File: src/rtl/rxn_pkg.sv
package rxn_pkg;
  typedef enum logic [1:0] {
    ST_IDLE  = 2'd0,
    ST_WAIT  = 2'd1,
    ST_COUNT = 2'd2
  } rxn_state_e;
endpackage

File: src/rtl/rxn_rst_sync.sv
module rxn_rst_sync #(
  parameter int unsigned STAGES = 2
) (
  input  logic clk_i,
  input  logic arst_ni,
  output logic rst_no
);
  logic [STAGES-1:0] sync_q;

  always_ff @(posedge clk_i or negedge arst_ni) begin
    if (!arst_ni) sync_q <= '0;
    else          sync_q <= {sync_q[STAGES-2:0], 1'b1};
  end

  assign rst_no = sync_q[STAGES-1];
endmodule

File: src/rtl/rxn_ctrl.sv
module rxn_ctrl
  import rxn_pkg::*;
#(
  parameter int unsigned WAIT_MS = 2000
) (
  input  logic       clk_i,
  input  logic       rst_ni,
  input  logic       tick_i,
  input  logic       start_i,
  input  logic       react_i,
  input  logic       restart_i,
  output rxn_state_e state_o,
  output logic       arm_o,
  output logic       freeze_o,
  output logic       early_o
);
  localparam int unsigned WCNT_W = $clog2(WAIT_MS + 1);
  localparam logic [WCNT_W-1:0] WAIT_LAST = WCNT_W'(WAIT_MS - 1);

  rxn_state_e        state_q, state_d;
  logic [WCNT_W-1:0] wcnt_q, wcnt_d;
  logic              state_en, wcnt_en;

  always_comb begin
    state_d  = state_q;
    wcnt_d   = wcnt_q;
    arm_o    = 1'b0;
    freeze_o = 1'b0;
    early_o  = 1'b0;
    if (restart_i) begin
      state_d = ST_IDLE;
      wcnt_d  = '0;
    end else begin
      unique case (state_q)
        ST_IDLE: begin
          if (start_i) begin
            state_d = ST_WAIT;
            wcnt_d  = '0;
            arm_o   = 1'b1;
          end
        end
        ST_WAIT: begin
          if (react_i) begin
            state_d = ST_IDLE;
            early_o = 1'b1;
          end else if (tick_i) begin
            if (wcnt_q == WAIT_LAST) state_d = ST_COUNT;
            else                     wcnt_d  = wcnt_q + WCNT_W'(1);
          end
        end
        ST_COUNT: begin
          if (react_i) begin
            state_d  = ST_IDLE;
            freeze_o = 1'b1;
          end
        end
        default: state_d = ST_IDLE;
      endcase
    end
  end

  assign state_en = (state_d != state_q);
  assign wcnt_en  = (wcnt_d != wcnt_q);

  always_ff @(posedge clk_i or negedge rst_ni) begin
    if (!rst_ni)       state_q <= ST_IDLE;
    else if (state_en) state_q <= state_d;
  end

  always_ff @(posedge clk_i or negedge rst_ni) begin
    if (!rst_ni)      wcnt_q <= '0;
    else if (wcnt_en) wcnt_q <= wcnt_d;
  end

  assign state_o = state_q;


  arm_to_wait_chk: assert property (@(posedge clk_i) disable iff (!rst_ni)
    (state_q == ST_IDLE && start_i && !restart_i) |=> (state_q == ST_WAIT));

  wait_bound_chk: assert property (@(posedge clk_i) disable iff (!rst_ni)
    (state_q == ST_WAIT) |-> (32'(wcnt_q) < WAIT_MS));

  wait_hold_chk: assert property (@(posedge clk_i) disable iff (!rst_ni)
    (state_q == ST_WAIT && !tick_i && !react_i && !restart_i)
      |=> (state_q == ST_WAIT && $stable(wcnt_q)));

  freeze_idle_chk: assert property (@(posedge clk_i) disable iff (!rst_ni)
    (state_q == ST_COUNT && react_i && !restart_i) |=> (state_q == ST_IDLE));

  restart_idle_chk: assert property (@(posedge clk_i) disable iff (!rst_ni)
    restart_i |=> (state_q == ST_IDLE));

  idle_react_ignored_chk: assert property (@(posedge clk_i) disable iff (!rst_ni)
    (state_q == ST_IDLE && !start_i && !restart_i) |=> (state_q == ST_IDLE));

  count_start_ignored_chk: assert property (@(posedge clk_i) disable iff (!rst_ni)
    (state_q == ST_COUNT && !react_i && !restart_i) |=> (state_q == ST_COUNT));
endmodule

File: src/rtl/rxn_time.sv
module rxn_time #(
  parameter int unsigned TIME_W = 8
) (
  input  logic              clk_i,
  input  logic              rst_ni,
  input  logic              restart_i,
  input  logic              arm_i,
  input  logic              early_i,
  input  logic              freeze_i,
  input  logic              cnt_en_i,
  input  logic              tick_i,
  output logic [TIME_W-1:0] time_o
);
  localparam logic [TIME_W-1:0] ERR_CODE = '1;
  localparam logic [TIME_W-1:0] SAT_VAL  = ERR_CODE - TIME_W'(1);

  logic [TIME_W-1:0] time_q, time_d;
  logic              inc, time_en;

  assign inc = cnt_en_i && tick_i && !freeze_i && (time_q < SAT_VAL);

  always_comb begin
    time_d = time_q;
    if (restart_i || arm_i) time_d = '0;
    else if (early_i)       time_d = ERR_CODE;
    else if (inc)           time_d = time_q + TIME_W'(1);
  end

  assign time_en = restart_i || arm_i || early_i || inc;

  always_ff @(posedge clk_i or negedge rst_ni) begin
    if (!rst_ni)      time_q <= '0;
    else if (time_en) time_q <= time_d;
  end

  assign time_o = time_q;


  tick_inc_chk: assert property (@(posedge clk_i) disable iff (!rst_ni)
    (cnt_en_i && tick_i && !freeze_i && !restart_i && time_q < SAT_VAL)
      |=> (time_q == $past(time_q) + TIME_W'(1)));

  no_tick_hold_chk: assert property (@(posedge clk_i) disable iff (!rst_ni)
    (cnt_en_i && !tick_i && !restart_i) |=> $stable(time_q));

  no_err_in_count_chk: assert property (@(posedge clk_i) disable iff (!rst_ni)
    cnt_en_i |-> (time_q != ERR_CODE));

  frozen_hold_chk: assert property (@(posedge clk_i) disable iff (!rst_ni)
    (!cnt_en_i && !arm_i && !early_i && !restart_i) |=> $stable(time_q));

  early_err_chk: assert property (@(posedge clk_i) disable iff (!rst_ni)
    early_i |=> (time_q == ERR_CODE));

  restart_zero_chk: assert property (@(posedge clk_i) disable iff (!rst_ni)
    restart_i |=> (time_q == '0));
endmodule

File: src/rtl/rxn_best.sv
module rxn_best #(
  parameter int unsigned TIME_W = 8
) (
  input  logic              clk_i,
  input  logic              rst_ni,
  input  logic              clear_i,
  input  logic              freeze_i,
  input  logic [TIME_W-1:0] time_i,
  output logic [TIME_W-1:0] best_o
);
  localparam logic [TIME_W-1:0] EMPTY = '1;

  logic [TIME_W-1:0] best_q, best_d;
  logic              faster, best_en;

  assign faster = freeze_i && (time_i < best_q);

  always_comb begin
    best_d = best_q;
    if (clear_i)     best_d = EMPTY;
    else if (faster) best_d = time_i;
  end

  assign best_en = clear_i || faster;

  always_ff @(posedge clk_i or negedge rst_ni) begin
    if (!rst_ni)      best_q <= EMPTY;
    else if (best_en) best_q <= best_d;
  end

  assign best_o = best_q;


  clear_empty_chk: assert property (@(posedge clk_i) disable iff (!rst_ni)
    clear_i |=> (best_q == EMPTY));

  never_rises_chk: assert property (@(posedge clk_i) disable iff (!rst_ni)
    !clear_i |=> (best_q <= $past(best_q)));

  capture_min_chk: assert property (@(posedge clk_i) disable iff (!rst_ni)
    (freeze_i && !clear_i) |=> (best_q <= $past(time_i)));

  idle_stable_chk: assert property (@(posedge clk_i) disable iff (!rst_ni)
    (!freeze_i && !clear_i) |=> $stable(best_q));
endmodule

File: src/rtl/rxn_timer.sv
module rxn_timer
  import rxn_pkg::*;
#(
  parameter int unsigned WAIT_MS = 2000,
  parameter int unsigned TIME_W  = 8
) (
  input  logic              clk_i,
  input  logic              rst_ni,
  input  logic              ms_tick_i,
  input  logic              start_ni,
  input  logic              react_ni,
  input  logic              restart_ni,
  input  logic              clear_ni,
  output logic              red_led_o,
  output logic              green_led_o,
  output logic [TIME_W-1:0] cur_time_o,
  output logic [TIME_W-1:0] best_time_o
);
  logic       rst_sync_n;
  logic       start_p, react_p, restart_p, clear_p;
  logic       arm, freeze, early;
  rxn_state_e state;

  assign start_p   = !start_ni;
  assign react_p   = !react_ni;
  assign restart_p = !restart_ni;
  assign clear_p   = !clear_ni;

  rxn_rst_sync #(.STAGES(2)) u_rst (
    .clk_i   (clk_i),
    .arst_ni (rst_ni),
    .rst_no  (rst_sync_n)
  );

  rxn_ctrl #(.WAIT_MS(WAIT_MS)) u_ctrl (
    .clk_i     (clk_i),
    .rst_ni    (rst_sync_n),
    .tick_i    (ms_tick_i),
    .start_i   (start_p),
    .react_i   (react_p),
    .restart_i (restart_p),
    .state_o   (state),
    .arm_o     (arm),
    .freeze_o  (freeze),
    .early_o   (early)
  );

  rxn_time #(.TIME_W(TIME_W)) u_time (
    .clk_i     (clk_i),
    .rst_ni    (rst_sync_n),
    .restart_i (restart_p),
    .arm_i     (arm),
    .early_i   (early),
    .freeze_i  (freeze),
    .cnt_en_i  (state == ST_COUNT),
    .tick_i    (ms_tick_i),
    .time_o    (cur_time_o)
  );

  rxn_best #(.TIME_W(TIME_W)) u_best (
    .clk_i    (clk_i),
    .rst_ni   (rst_sync_n),
    .clear_i  (clear_p),
    .freeze_i (freeze),
    .time_i   (cur_time_o),
    .best_o   (best_time_o)
  );

  assign red_led_o   = (state == ST_WAIT);
  assign green_led_o = (state == ST_COUNT);


  early_leds_off_chk: assert property (@(posedge clk_i) disable iff (!rst_sync_n)
    early |=> (!red_led_o && !green_led_o));

  count_entry_zero_chk: assert property (@(posedge clk_i) disable iff (!rst_sync_n)
    (red_led_o && !react_p && !restart_p) |=> (cur_time_o == '0));
endmodule

File: config.mk
export PLATFORM = sky130hd
export DESIGN_NAME = rxn_timer
export DESIGN_NICKNAME = d
export VERILOG_FILES = /design/src/rtl/rxn_pkg.sv /design/src/rtl/rxn_rst_sync.sv /design/src/rtl/rxn_ctrl.sv /design/src/rtl/rxn_time.sv /design/src/rtl/rxn_best.sv /design/src/rtl/rxn_timer.sv
export SDC_FILE = /design/constraint.sdc
export NUM_CORES = 1
export LEC_CHECK = 0
export ABC_CLOCK_PERIOD_IN_PS = 1400
export BUFFER_PORTS_ARGS = -buffer_cell sky130_fd_sc_hd__buf_2
export CORE_MARGIN = 4
export CORE_UTILIZATION = 62
export DETAILED_ROUTE_END_ITERATION = 8
export PLACE_DENSITY = 0.83
export SYNTH_ARGS = -nofsm -noshare
export SYNTH_HDL_FRONTEND = slang
export SYNTH_HIERARCHICAL = 1
export SYNTH_SLANG_ARGS = --single-unit
File: constraint.sdc
create_clock -name clk_i -period 1.4 [get_ports clk_i]
set_input_delay 0.14 -clock clk_i [delete_from_list [all_inputs] [get_ports clk_i]]
set_output_delay 0.14 -clock clk_i [all_outputs]
set_load 0.005 [all_outputs]
==> results of run 1 <==
-- per-stage QoR --
stage          hold slack [ps]  util (%)
2_1_floorplan           -155.6         -
4_1_cts                  106.4     97.30
3_3_place_gp            -75.17     83.47
3_5_place_dp            -71.08     83.47
-- timing repair --
item / 4_1_cts
buffers inserted: 16
endpoints found under the hold margin: 2
resized for setup: 54
endpoints found under the setup margin: 30
pin swaps: 27
hold buffers: 1
-- logic make-up after synthesis --
kind of cell | share of synthesized area [%]
other | 0.1849
xor gates and xnor gates | 1.728
and+or+nand+nor | 26.59
muxes | 5.552
adders and majority gates | 5.552
AOI/OAI and AO/OA | 16.72
buffers and inverters | 4.935
DFF | 38.74
==> results.toml, run 1 <==
[status]
lastStage = "global routing"
outcome = "stopped before the end"
toolErrorMsg = "[ERROR DPL-0038] Utilization greater than 100%, impossible to legalize"

[placed_design]
numPortBuffers = 24
place_ws_ps = -353.0
dp_hpwl_um = 3794
gp_congestion = 0.9079
dpl-instance-area_um2 = 2590
placedCellCount = 325

[global_route]
grt_max_degree = 30

[synthesis]
ys_seq_area_share_pct = 38.74
synth_top_flop_cell = "dfrtp_1"
synth_warnings = 6
yosysTopAreaCell = "dfrtp_1"
synthArstFlopShare_pct = 100.0
ys_seq_elements = 31
synth.most_common_cell = "nor2_1"
synth_edf_count = 0
synthCells = 219
ys_types = 59
synth_top_cell_area_share_pct = 28.38
avgSynthCellArea_um2 = 9.261
synth.area.top_cells = "dfrtp_1 (28%), dfstp_2 (10%), ha_1 (5.6%), nor2_1 (4.6%), mux2i_1 (4.4%)"
syn-num-nets = 235
synth_commonest_cells = "nor2_1 (25), dfrtp_1 (23), nand2_1 (18)"
netlist_area_um2 = 2028

[die]
num_rows = 20
io_pins = 25
start_util_pct = 65.36
die_h_um = 65.20
die_x_um = 65.20

[clock_network]
cts_root_buf = "clkbuf_4"
cts_made_buffers = 5
clockBufferDepth = 2
clock-sinks = 31
htreeDepth = 2

[timing]
worstEndpointType = "register input"
grt-worst-endpoint = "u_best/best_o[0]$_DFFE_PN1P_/D"
==> run 2: changes to the inputs <==
- CORE_UTILIZATION: 62 -> 40
- PLACE_DENSITY: 0.83 -> not set
- PLACE_DENSITY_LB_ADDON: not set -> 0.15
==> run 2 against run 1 <==
Effect of this change:
- the flow now finishes, with violations (setup timing)
- area after synthesis did not move
- synthesized cell count unchanged
==> results.toml, run 2 <==
[timing]
drv_slew = 0
finalSetupTns_ps = -5020
post-route-period-util_pct = 119.2
hold_ws_ps = 168.0
skew_ps = 9.114
rsz0062_at_grt = "true"
max_clock_freq_mhz = 599.5
setup_viol = 29
layout_setup_ws_ps = -268.1
post-route-min-period_ps = 1668
finalHoldViolCount = 0

[worst_setup_path]
cp_max_fo = 8
reg2reg_depth = 7
crit_slowest_cell = "dfstp_2"
critPathLaunchType = "flop"
cp-end-kind = "flop"
required_ps = 1610
crit_type = "flop to flop"
worstPathArrival_ps = 1880
cpPeakStageDelay_ps = 540
worstPathCellList = "inv_2, ha_4, a21oi_2, o2111ai_4, a21oi_4, buf_12, mux2i_1"

[synthesis]
avgSynthCellArea_um2 = 9.261
synthAdderAreaFrac_pct = 5.552
ys_seq_elements = 31
synth_top_family_by_area = "simple AND/OR/NAND/NOR gates"
synth.area.top_cells = "dfrtp_1 (28%), dfstp_2 (10%), ha_1 (5.6%), nor2_1 (4.6%), mux2i_1 (4.4%)"
netlist_area_um2 = 2028
ys_seq_area_share_pct = 38.74
synth_xor_area_share_pct = 1.727
yosysTopAreaCell = "dfrtp_1"
synth_edf_count = 0
synth_mux_area_share_pct = 5.552
synth_compound_area_share_pct = 16.72
synth_top_flop_cell = "dfrtp_1"
synth_top_cell_area_share_pct = 28.38
syn-num-nets = 235
synth_warnings = 6
ys_types = 59
synthArstFlopShare_pct = 100.0
synth_simple_gate_area_share_pct = 26.59
synth_commonest_cells = "nor2_1 (25), dfrtp_1 (23), nand2_1 (18)"
synth.most_common_cell = "nor2_1"
synthCells = 219

[die]
die_h_um = 79.21
num_rows = 25
die_x_um = 79.21
io_pins = 25
core_um2 = 4817
start_util_pct = 42.10
die_area_um2 = 6273

[global_route]
grt_pass1_wl_um = 9101
grt_overflow = 0
grt_max_degree = 30
antenna_found_initial = 0
grt_pass1_vias = 1906
track_usage_pct = 18.71

[power]
p_int_mw = 1.482
pwr-share-comb_pct = 13.9
p_clk_share_pct = 39.9
netSwitchingFraction_pct = 25.78
power.density_nw_per_um2 = 636.7
power.leakage_nw = 1.444
p_sw_mw = 0.5148
seqPwrFrac_pct = 46.1
vdd_drop_max_mv = 0.4079

[clock_network]
cts_root_buf = "clkbuf_8"
htreeDepth = 2
cts_tree = "done"
cts_made_buffers = 5
clockBufferDepth = 2
clock-sinks = 31
clkTransAtPathRegs_ps = 70
clkLatencyLatePin_ps = 290

[cells_and_area]
final_util_pct = 65.09
layout_common_cells = "buf_4 (50), buf_2 (24), nor2_1 (23), dfrtp_1 (23), nand2_1 (15)"
largest_reg_flops = 11
regMostFlops = "u_ctrl/wcnt_q"
diodes = 0
final_common_cell = "buf_4"
stdcell_area_um2 = 3136
fillers = 401
nets = 322
finalNonFillerCells = 374
syn_to_final_growth_pct = 54.60
final_layout_size_suffix_gt1_share_pct = 53.42

[routing]
drtIter0Drc = 100
via_count = 1999
drc = 0
drt-vias-per-instance = 5.345
post_drt_wl_per_cell_um = 15.73
wirelength_um = 5884
dr.pass1.iters = 4
ant_nets = 0

[placed_design]
dp_hpwl_um = 3800
gp_congestion = 0.8374
dpl-instance-area_um2 = 2639
numPortBuffers = 24
placedCellCount = 349

[run]
drv_cap = 0

[worst_hold_path]
hp-class = "primary input to async pin"

[status]
failed_checks = "setup timing"
outcome = "finished, violations left"
## run 2: cell families after synthesis
family,Yosys count
AND/OR/NAND/NOR,95
AO/OA/AOI/OAI,44
flip-flops,31
buffers and inverters,24
multiplexers,11
adder cells (fa/ha/maj),9
XOR/XNOR,4
other,1
## run 2: area by class of cell
cell class | instances | area (um2) | area share [%]
inverter | 16 | 60.06 | 1.915
multi-input combinational | 164 | 1445 | 46.09
clock buffer | 8 | 100.1 | 3.192
timing repair buffer | 88 | 660.6 | 21.07
sequential | 31 | 785.8 | 25.06
tap | 67 | 83.83 | 2.674
## run 2: power by group through the flow
stage | clock network, mW | registers [mW] | logic, mW
3_3_place_gp | 0 | 0.936 | 0.220
6_report | 0.797 | 0.921 | 0.278
5_1_grt | 0.857 | 0.922 | 0.303
3_5_place_dp | 0 | 0.936 | 0.221
2_1_floorplan | 0 | 0.952 | 0.113
4_1_cts | 0.820 | 0.921 | 0.243
## run 2: through the flow
stage	worst slack, ps	power [mW]
finish	-268.1	1.997
global route	-340.1	2.082
CTS	-259.3	1.984
detailed placement	-315.0	1.157
global placement	-294.3	1.156
floorplan	-247.5	1.065
## run 2: final timing paths
check,end,startpoint,slack (ps)
worst max register to register,u_best/best_o[6]$_DFFE_PN1P_,u_best/best_o[5]$_DFFE_PN1P_,-270
max in group asynchronous,u_best/best_o[6]$_DFFE_PN1P_,u_rst/sync_q[1]$_DFF_PN0_,820
worst max-delay path,u_best/best_o[6]$_DFFE_PN1P_,u_best/best_o[5]$_DFFE_PN1P_,-270
worst min register to register,u_ctrl/wcnt_q[4]$_DFFE_PN0P_,u_rst/sync_q[1]$_DFF_PN0_,260
min in group clk_i,u_ctrl/state_o[1]$_DFFE_PN0P_,react_ni,230
worst min-delay path,u_rst/sync_q[1]$_DFF_PN0_,rst_ni,170
## run 2: critical path, delay by kind of cell, from the launching register on
kind,cells,cell delay (ps)
muxes,1,190
buffers and inverters,2,190
AOI/OAI and AO/OA,3,450
DFF,1,540
adders and majority gates,1,210
## run 2: timing repair
item	in CTS	in global routing
hold endpoints to repair	2	0
gates cloned	0	0
endpoints found under the setup margin	26	29
hold buffers	1	0
resized for setup	26	28
pin swaps	17	11
setup buffers	7	9
## run 2: layer usage
layer / GRT usage [%] / vias up / wire [um]
met1: 25.52 / 976 / 2670
met3: 4.082 / 9 / 273
li1: - / 957 / -
met4: 7.045 / 0 / 93
met5: 0 / - / 0
met2: 28.96 / 57 / 2847
Power figures use the tool's default switching activity.
